--- src/rtl/aclink_rx_pkg.sv ---
package aclink_rx_pkg;
  localparam int CAP_W     = 18;
  localparam int TAG_BITS  = 16;
  localparam int SLOT_BITS = 20;
  localparam int LAST_SLOT = 12;
  localparam int N_AUDIO   = 6;
  localparam int N_REQ     = 8;

  // Round an 18-bit two's-complement capture to 'width' bits (right aligned,
  // sign extended), adding half an output LSB and clamping positive overflow.
  function automatic logic [CAP_W-1:0] round_narrow(input logic [CAP_W-1:0] raw,
                                                    input int unsigned width);
    logic [CAP_W:0]   ext;
    logic [CAP_W:0]   half;
    logic [CAP_W:0]   sum;
    logic [CAP_W-1:0] maxpos;
    if (width >= CAP_W) return raw;
    ext    = {raw[CAP_W-1], raw};
    half   = (CAP_W+1)'(1) << (CAP_W - 1 - width);
    sum    = ext + half;
    maxpos = (CAP_W'(1) << (width - 1)) - CAP_W'(1);
    if (!sum[CAP_W] && sum[CAP_W-1]) return maxpos;
    return CAP_W'($signed(sum) >>> (CAP_W - width));
  endfunction

  // Last bit position inside a slot, counted from 0.
  function automatic logic [4:0] slot_last_pos(input logic [3:0] idx);
    return (idx == 4'd0) ? 5'(TAG_BITS - 1) : 5'(SLOT_BITS - 1);
  endfunction
endpackage

--- src/rtl/aclink_rx_sampler.sv ---
module aclink_rx_sampler #(
  parameter int SYNC_STAGES = 2
) (
  input  logic clk,
  input  logic rst_n,
  input  logic bit_clk,
  input  logic sync_in,
  input  logic sdata_in,
  output logic bit_stb,
  output logic bit_dat,
  output logic bit_sync
);
  localparam int TOP = SYNC_STAGES - 1;

  logic [TOP:0] bc_q;
  logic [TOP:0] sy_q;
  logic [TOP:0] sd_q;
  logic         bc_last;

  always_ff @(posedge clk or negedge rst_n) begin
    if (!rst_n) begin
      bc_q    <= '0;
      sy_q    <= '0;
      sd_q    <= '0;
      bc_last <= 1'b0;
    end else begin
      bc_q    <= {bc_q[TOP-1:0], bit_clk};
      sy_q    <= {sy_q[TOP-1:0], sync_in};
      sd_q    <= {sd_q[TOP-1:0], sdata_in};
      bc_last <= bc_q[TOP];
    end
  end

  // falling edge of the bit clock: take data and frame marker together
  assign bit_stb  = bc_last & ~bc_q[TOP];
  assign bit_dat  = sd_q[TOP];
  assign bit_sync = sy_q[TOP];
endmodule

--- src/rtl/aclink_rx_framer.sv ---
module aclink_rx_framer
  import aclink_rx_pkg::*;
(
  input  logic                 clk,
  input  logic                 rst_n,
  input  logic                 bit_stb,
  input  logic                 bit_dat,
  input  logic                 bit_sync,
  output logic                 slot_end,
  output logic [3:0]           slot_num,
  output logic [SLOT_BITS-1:0] slot_word
);
  logic                 sync_last;
  logic                 framed;
  logic [3:0]           slot_idx;
  logic [4:0]           pos;
  logic [SLOT_BITS-1:0] shreg;
  logic [SLOT_BITS-1:0] word_next;
  logic                 sync_rise;
  logic                 at_last;

  assign sync_rise = bit_sync & ~sync_last;
  assign word_next = {shreg[SLOT_BITS-2:0], bit_dat};
  assign at_last   = (pos == slot_last_pos(slot_idx));

  always_ff @(posedge clk or negedge rst_n) begin
    if (!rst_n) begin
      sync_last <= 1'b0;
      framed    <= 1'b0;
      slot_idx  <= '0;
      pos       <= '0;
      shreg     <= '0;
      slot_end  <= 1'b0;
      slot_num  <= '0;
      slot_word <= '0;
    end else begin
      slot_end <= 1'b0;
      if (bit_stb) begin
        sync_last <= bit_sync;
        if (sync_rise) begin
          // restart wins over any slot that would end on this bit
          framed   <= 1'b1;
          slot_idx <= '0;
          pos      <= 5'd1;
          shreg    <= {{(SLOT_BITS-1){1'b0}}, bit_dat};
        end else if (framed) begin
          shreg <= word_next;
          if (at_last) begin
            slot_end  <= 1'b1;
            slot_num  <= slot_idx;
            slot_word <= word_next;
            pos       <= '0;
            if (slot_idx == 4'(LAST_SLOT)) framed <= 1'b0;
            else slot_idx <= slot_idx + 4'd1;
          end else begin
            pos <= pos + 5'd1;
          end
        end
      end
    end
  end
endmodule

--- src/rtl/aclink_rx_decode.sv ---
module aclink_rx_decode
  import aclink_rx_pkg::*;
#(
  parameter int OUT_W = 16
) (
  input  logic                 clk,
  input  logic                 rst_n,
  input  logic                 slot_end,
  input  logic [3:0]           slot_num,
  input  logic [SLOT_BITS-1:0] slot_word,
  output logic                 codec_ready,
  output logic [N_AUDIO-1:0]   smp_stb,
  output logic [OUT_W-1:0]     smp_data,
  output logic                 rd_valid,
  output logic [6:0]           rd_index,
  output logic [15:0]          rd_data,
  output logic [N_REQ-1:0]     sr_need
);
  localparam int AUDIO_SLOT [N_AUDIO] = '{3, 4, 6, 7, 8, 11};

  logic [15:3]          tag_q;
  logic [6:0]           idx_q;
  logic                 tag_hit;
  logic                 slot_ok;
  logic [N_AUDIO-1:0]   hit;
  logic [CAP_W-1:0]     rounded;
  logic                 unused_low;

  always_comb begin
    tag_hit = 1'b0;
    for (int k = 1; k <= LAST_SLOT; k++)
      if (slot_num == 4'(k)) tag_hit = tag_q[15-k];
  end

  assign slot_ok    = slot_end & tag_q[15] & tag_hit;
  assign rounded    = round_narrow(slot_word[SLOT_BITS-1:2], OUT_W);
  assign unused_low = ^slot_word[1:0];

  for (genvar g = 0; g < N_AUDIO; g++) begin : g_lane
    assign hit[g] = slot_ok && (slot_num == 4'(AUDIO_SLOT[g]));
  end

  always_ff @(posedge clk or negedge rst_n) begin
    if (!rst_n) begin
      tag_q       <= '0;
      idx_q       <= '0;
      codec_ready <= 1'b0;
      smp_stb     <= '0;
      smp_data    <= '0;
      rd_valid    <= 1'b0;
      rd_index    <= '0;
      rd_data     <= '0;
      sr_need     <= '0;
    end else begin
      smp_stb  <= hit;
      rd_valid <= 1'b0;
      if (|hit) smp_data <= rounded[OUT_W-1:0];
      if (slot_end) begin
        case (slot_num)
          4'd0: begin
            tag_q       <= slot_word[15:3];
            codec_ready <= slot_word[15];
          end
          4'd1: begin
            if (slot_ok) begin
              idx_q   <= slot_word[18:12];
              sr_need <= ~{slot_word[3], slot_word[4], slot_word[5], slot_word[6],
                           slot_word[7], slot_word[8], slot_word[10], slot_word[11]};
            end else begin
              sr_need <= '0;
            end
          end
          4'd2: begin
            if (slot_ok && tag_q[14]) begin
              rd_valid <= 1'b1;
              rd_data  <= slot_word[19:4];
              rd_index <= idx_q;
            end
          end
          default: ;
        endcase
      end
    end
  end
endmodule

--- src/rtl/aclink_capture_rx.sv ---
module aclink_capture_rx
  import aclink_rx_pkg::*;
#(
  parameter int OUT_W       = 16,
  parameter int SYNC_STAGES = 2
) (
  input  logic             clk,
  input  logic             rst_n,
  input  logic             bit_clk,
  input  logic             sync_in,
  input  logic             sdata_in,
  output logic             codec_ready,
  output logic [5:0]       smp_stb,
  output logic [OUT_W-1:0] smp_data,
  output logic             rd_valid,
  output logic [6:0]       rd_index,
  output logic [15:0]      rd_data,
  output logic [7:0]       sr_need
);
  logic                 bit_stb;
  logic                 bit_dat;
  logic                 bit_sync;
  logic                 slot_end;
  logic [3:0]           slot_num;
  logic [SLOT_BITS-1:0] slot_word;

  aclink_rx_sampler #(.SYNC_STAGES(SYNC_STAGES)) sampler_i (
    .clk(clk), .rst_n(rst_n), .bit_clk(bit_clk), .sync_in(sync_in),
    .sdata_in(sdata_in), .bit_stb(bit_stb), .bit_dat(bit_dat), .bit_sync(bit_sync)
  );

  aclink_rx_framer framer_i (
    .clk(clk), .rst_n(rst_n), .bit_stb(bit_stb), .bit_dat(bit_dat),
    .bit_sync(bit_sync), .slot_end(slot_end), .slot_num(slot_num),
    .slot_word(slot_word)
  );

  aclink_rx_decode #(.OUT_W(OUT_W)) decode_i (
    .clk(clk), .rst_n(rst_n), .slot_end(slot_end), .slot_num(slot_num),
    .slot_word(slot_word), .codec_ready(codec_ready), .smp_stb(smp_stb),
    .smp_data(smp_data), .rd_valid(rd_valid), .rd_index(rd_index),
    .rd_data(rd_data), .sr_need(sr_need)
  );
endmodule

--- config.mk ---
export PLATFORM = sky130hd
export DESIGN_NAME = aclink_capture_rx
export DESIGN_NICKNAME = d
export VERILOG_FILES = /design/src/rtl/aclink_rx_pkg.sv /design/src/rtl/aclink_rx_sampler.sv /design/src/rtl/aclink_rx_framer.sv /design/src/rtl/aclink_rx_decode.sv /design/src/rtl/aclink_capture_rx.sv
export SDC_FILE = /design/constraint.sdc
export NUM_CORES = 1
export LEC_CHECK = 0
export ABC_CLOCK_PERIOD_IN_PS = 3690
export BUFFER_PORTS_ARGS = -buffer_cell sky130_fd_sc_hd__buf_2
export CORE_UTILIZATION = 55
export DETAILED_ROUTE_END_ITERATION = 10
export PLACE_DENSITY = 0.72
export SYNTH_ARGS = -nofsm -noshare
export SYNTH_HDL_FRONTEND = slang
export SYNTH_SLANG_ARGS = --single-unit
--- constraint.sdc ---
create_clock -name clk -period 3.69 [get_ports clk]
set_clock_uncertainty 0.1 [all_clocks]
set_input_delay 0.738 -clock clk [delete_from_list [all_inputs] [get_ports clk]]
set_output_delay 0.738 -clock clk [all_outputs]
set_load 0.02 [all_outputs]
==> run metrics <==
worst r2r src=framer_i.slot_num[1]; area share of the largest cell type after synthesis=0.5935; Max VDD drop=0.0003441 V; Core Area=9819 µm²; layout cell share with drive strength beyond 1=0.3366; post-route setup TNS=0 ps; power per cell area=544.6 nW/µm²; Post-route DRC=0; Fin. Hold Viols=0; Distinct cells, synth=48; vias=3655; Max stage delay on crit path=580 ps; CTS tree=done; most frequent cells in the layout=133 x dfrtp_1, 69 x mux2_2, 58 x buf_2; Num CTS Buffers=17; commonest non-fill, non-tap cell in the layout=dfrtp_1; ys flop type=dfrtp_1; fin. max-slew vios=0; leading area contributor after synthesis=dfrtp_1; Area Growth Syn to Fin=19.97%; largest net degree at the start of global routing=64; Nets=507; Routed WL=11.00 mm; delay-heaviest family, CP=compound AO/OA/AOI/OAI gates; gr usage total=0.2281; Slew Limit Headroom=0.4855; Avg WL per Cell=17.08 µm; RSZ-0062 raised after global routing=no; Critical Path Start=framer_i.slot_num[1]; Synth Warn #=0; antenna violations before repair=0; vias in the first global route=3522; CP max-delay cell=dfrtp_1; period utilization=0.7463; critical-path cell list=nor2b_1 -> a2bb2oi_1 -> a2111o_1 -> a2111oi_4 -> buf_4 -> mux2_2; top post-synthesis cells by area=dfrtp_1 59%, mux2_2 14%, a22o_1 3.0%, nand2_1 2.5%, mux2_1 2.2%; CP max FO=16; effective utilization at floorplan=0.5711; remaining global-route overflow=0; worst path bufs/invs=1; Post-Syn Instances=434; CTS clk-pin slew, worst paths=60 ps; 1st-pass router iterations=5; run status=complete, no violations; worst path required time=3990 ps; # IOs=60; detail-routed via count per cell=5.675; MaxCap Viol Count=0; Final Setup Violations=0; crit path DAT=3060 ps; Row Count=36; Placer Congestion=0.8727; CTS Sinks=133; Inserted Diodes=0; Post-DRT Antenna Nets=0; Leak=3.426 nW; Max Clock Freq=363.1 MHz; crit start category=flip-flop; Setup Buffers After CTS=0; htree depth=4; synthesized area=5608 µm²; clk root buf=clkbuf_8; hold bufs inserted after CTS=0; Iter 0 DRT Violations=111; async set-reset flop share out of synthesis=1.000; die area=10600 µm²; post-cts resize count=0; mean post-synth cell area=12.92 µm²; Clk Latency, worst-skew pair=520 ps; Setup CP Type=reg -> reg; register area share after synthesis=0.5935; DP Worst Slack=932.3 ps; final core utilization=0.6851; final worst slack=936.0 ps; Final Total Pwr=0.003664 W; Syn Nets=443; EDFF count, synth=0; Die Ht=103.0 µm; first-pass GRT wire length=17.68 mm; Clock Path Buffers=2; DP Area=6045 µm²; actual slew at the worst max-slew pin=771.7 ps; min cycle time layout=2754 ps; Detailed Place HPWL=7.187 mm; fin area=6728 µm²; die width=103.0 µm; Synth Register Bits=133; PortBufs=59; crit path capture type=flip-flop; Hold Path Class=in -> async
worst register-to-register path, cell delays in order, from the launching register on:
cell and delay [ps]:
dfrtp_1 580, nor2b_1 310, a2bb2oi_1 100, a2111o_1 510
a2111oi_4 380, buf_4 300, mux2_2 360
layer usage:
metal / GRT usage / vias to the layer above / part of all wire
li1: - / 1707 / -
met2: 0.3528 / 79 / 0.49
met4: 0.09534 / 0 / 0.019
met1: 0.3108 / 1844 / 0.46
met5: 0 / - / 0
met3: 0.05492 / 25 / 0.032
registers in the layout, indices dropped and copies added, names as in the netlist, 2 cells and up:
register	flops
framer_i.shreg	19
framer_i.slot_word	17
decode_i.rd_data	16
decode_i.smp_data	16
decode_i.tag_q	12
decode_i.sr_need	8
decode_i.idx_q	7
decode_i.rd_index	7
decode_i.smp_stb	6
framer_i.pos	5
framer_i.slot_idx	4
framer_i.slot_num	4
sampler_i.bc_q	2
sampler_i.sd_q	2
sampler_i.sy_q	2
kinds of logic after synthesis:
family | count (synthesis) | synth area share
XOR/XNOR | 13 | 0.02030
AO/OA/AOI/OAI | 60 | 0.08389
multiplexers | 84 | 0.1678
AND/OR/NAND/NOR | 110 | 0.1033
adder cells (fa/ha/maj) | 4 | 0.008925
buffers and inverters | 30 | 0.02231
flip-flops | 133 | 0.5935
stage by stage:
stage,hold WS [ps],std cells
2_1_floorplan,231.2,434
3_3_place_gp,232.7,612
3_5_place_dp,234.7,612
4_1_cts,207.8,644
5_1_grt,201.0,644
6_report,188.5,644
path summary, 6_finish.rpt:
| path | to | slack, ps | cells after the start |
|---|---|---|---|
| setup / recovery | decode_i.smp_data[2] | 940 | 6 |
| hold reg to reg | sampler_i.sd_q[1] | 250 | 0 |
| hold / removal | decode_i.sr_need[7] | 190 | 1 |
| setup reg to reg | decode_i.smp_data[2] | 940 | 6 |
| min in group clk | sampler_i.bc_q[0] | 220 | 1 |
| max in group asynchronous | decode_i.rd_data[14] | 2450 | 2 |
area by class of cell:
type                            instances  area (µm²)
Clock buffer                           19       431.7
Clock inverter                         13       251.5
Fill cell                             727        3092
Inverter                                7       26.28
Multi-Input combinational cell        271        2158
Sequential cell                       133        3328
Tap cell                              133       166.4
Timing Repair Buffer                   68       365.4
cell usage after synthesis, types with 2 or more instances:
cell	number
a21oi_1	7
a221oi_1	2
a22o_1	19
and2_1	6
and3_1	4
and4_1	3
buf_1	2
buf_2	4
clkbuf_1	16
dfrtp_1	133
ha_1	4
inv_1	7
mux2_1	11
mux2_2	69
mux2i_1	4
nand2_1	38
nand2b_1	6
nand3_1	8
nand3b_1	2
nand4_1	8
nand4b_1	2
nor2_1	10
nor2b_1	3
nor3_1	5
nor3b_1	3
nor4_1	3
o2111ai_1	2
o21a_1	3
o21ai_0	6
o31ai_1	11
or3_1	3
or3b_2	2
or4_1	2
xnor2_1	4
xor2_1	9
power breakdown:
part           leakage (nW)  total, W  switching [W]  internal [W]
Combinational          1.28  0.000168      0.0000988     0.0000689
Clock                 0.324   0.00193       0.000608       0.00132
Sequential             1.82   0.00157      0.0000567       0.00151
Total                  3.43   0.00366       0.000763       0.00290
No activity file was read; power rests on OpenSTA's default activity.
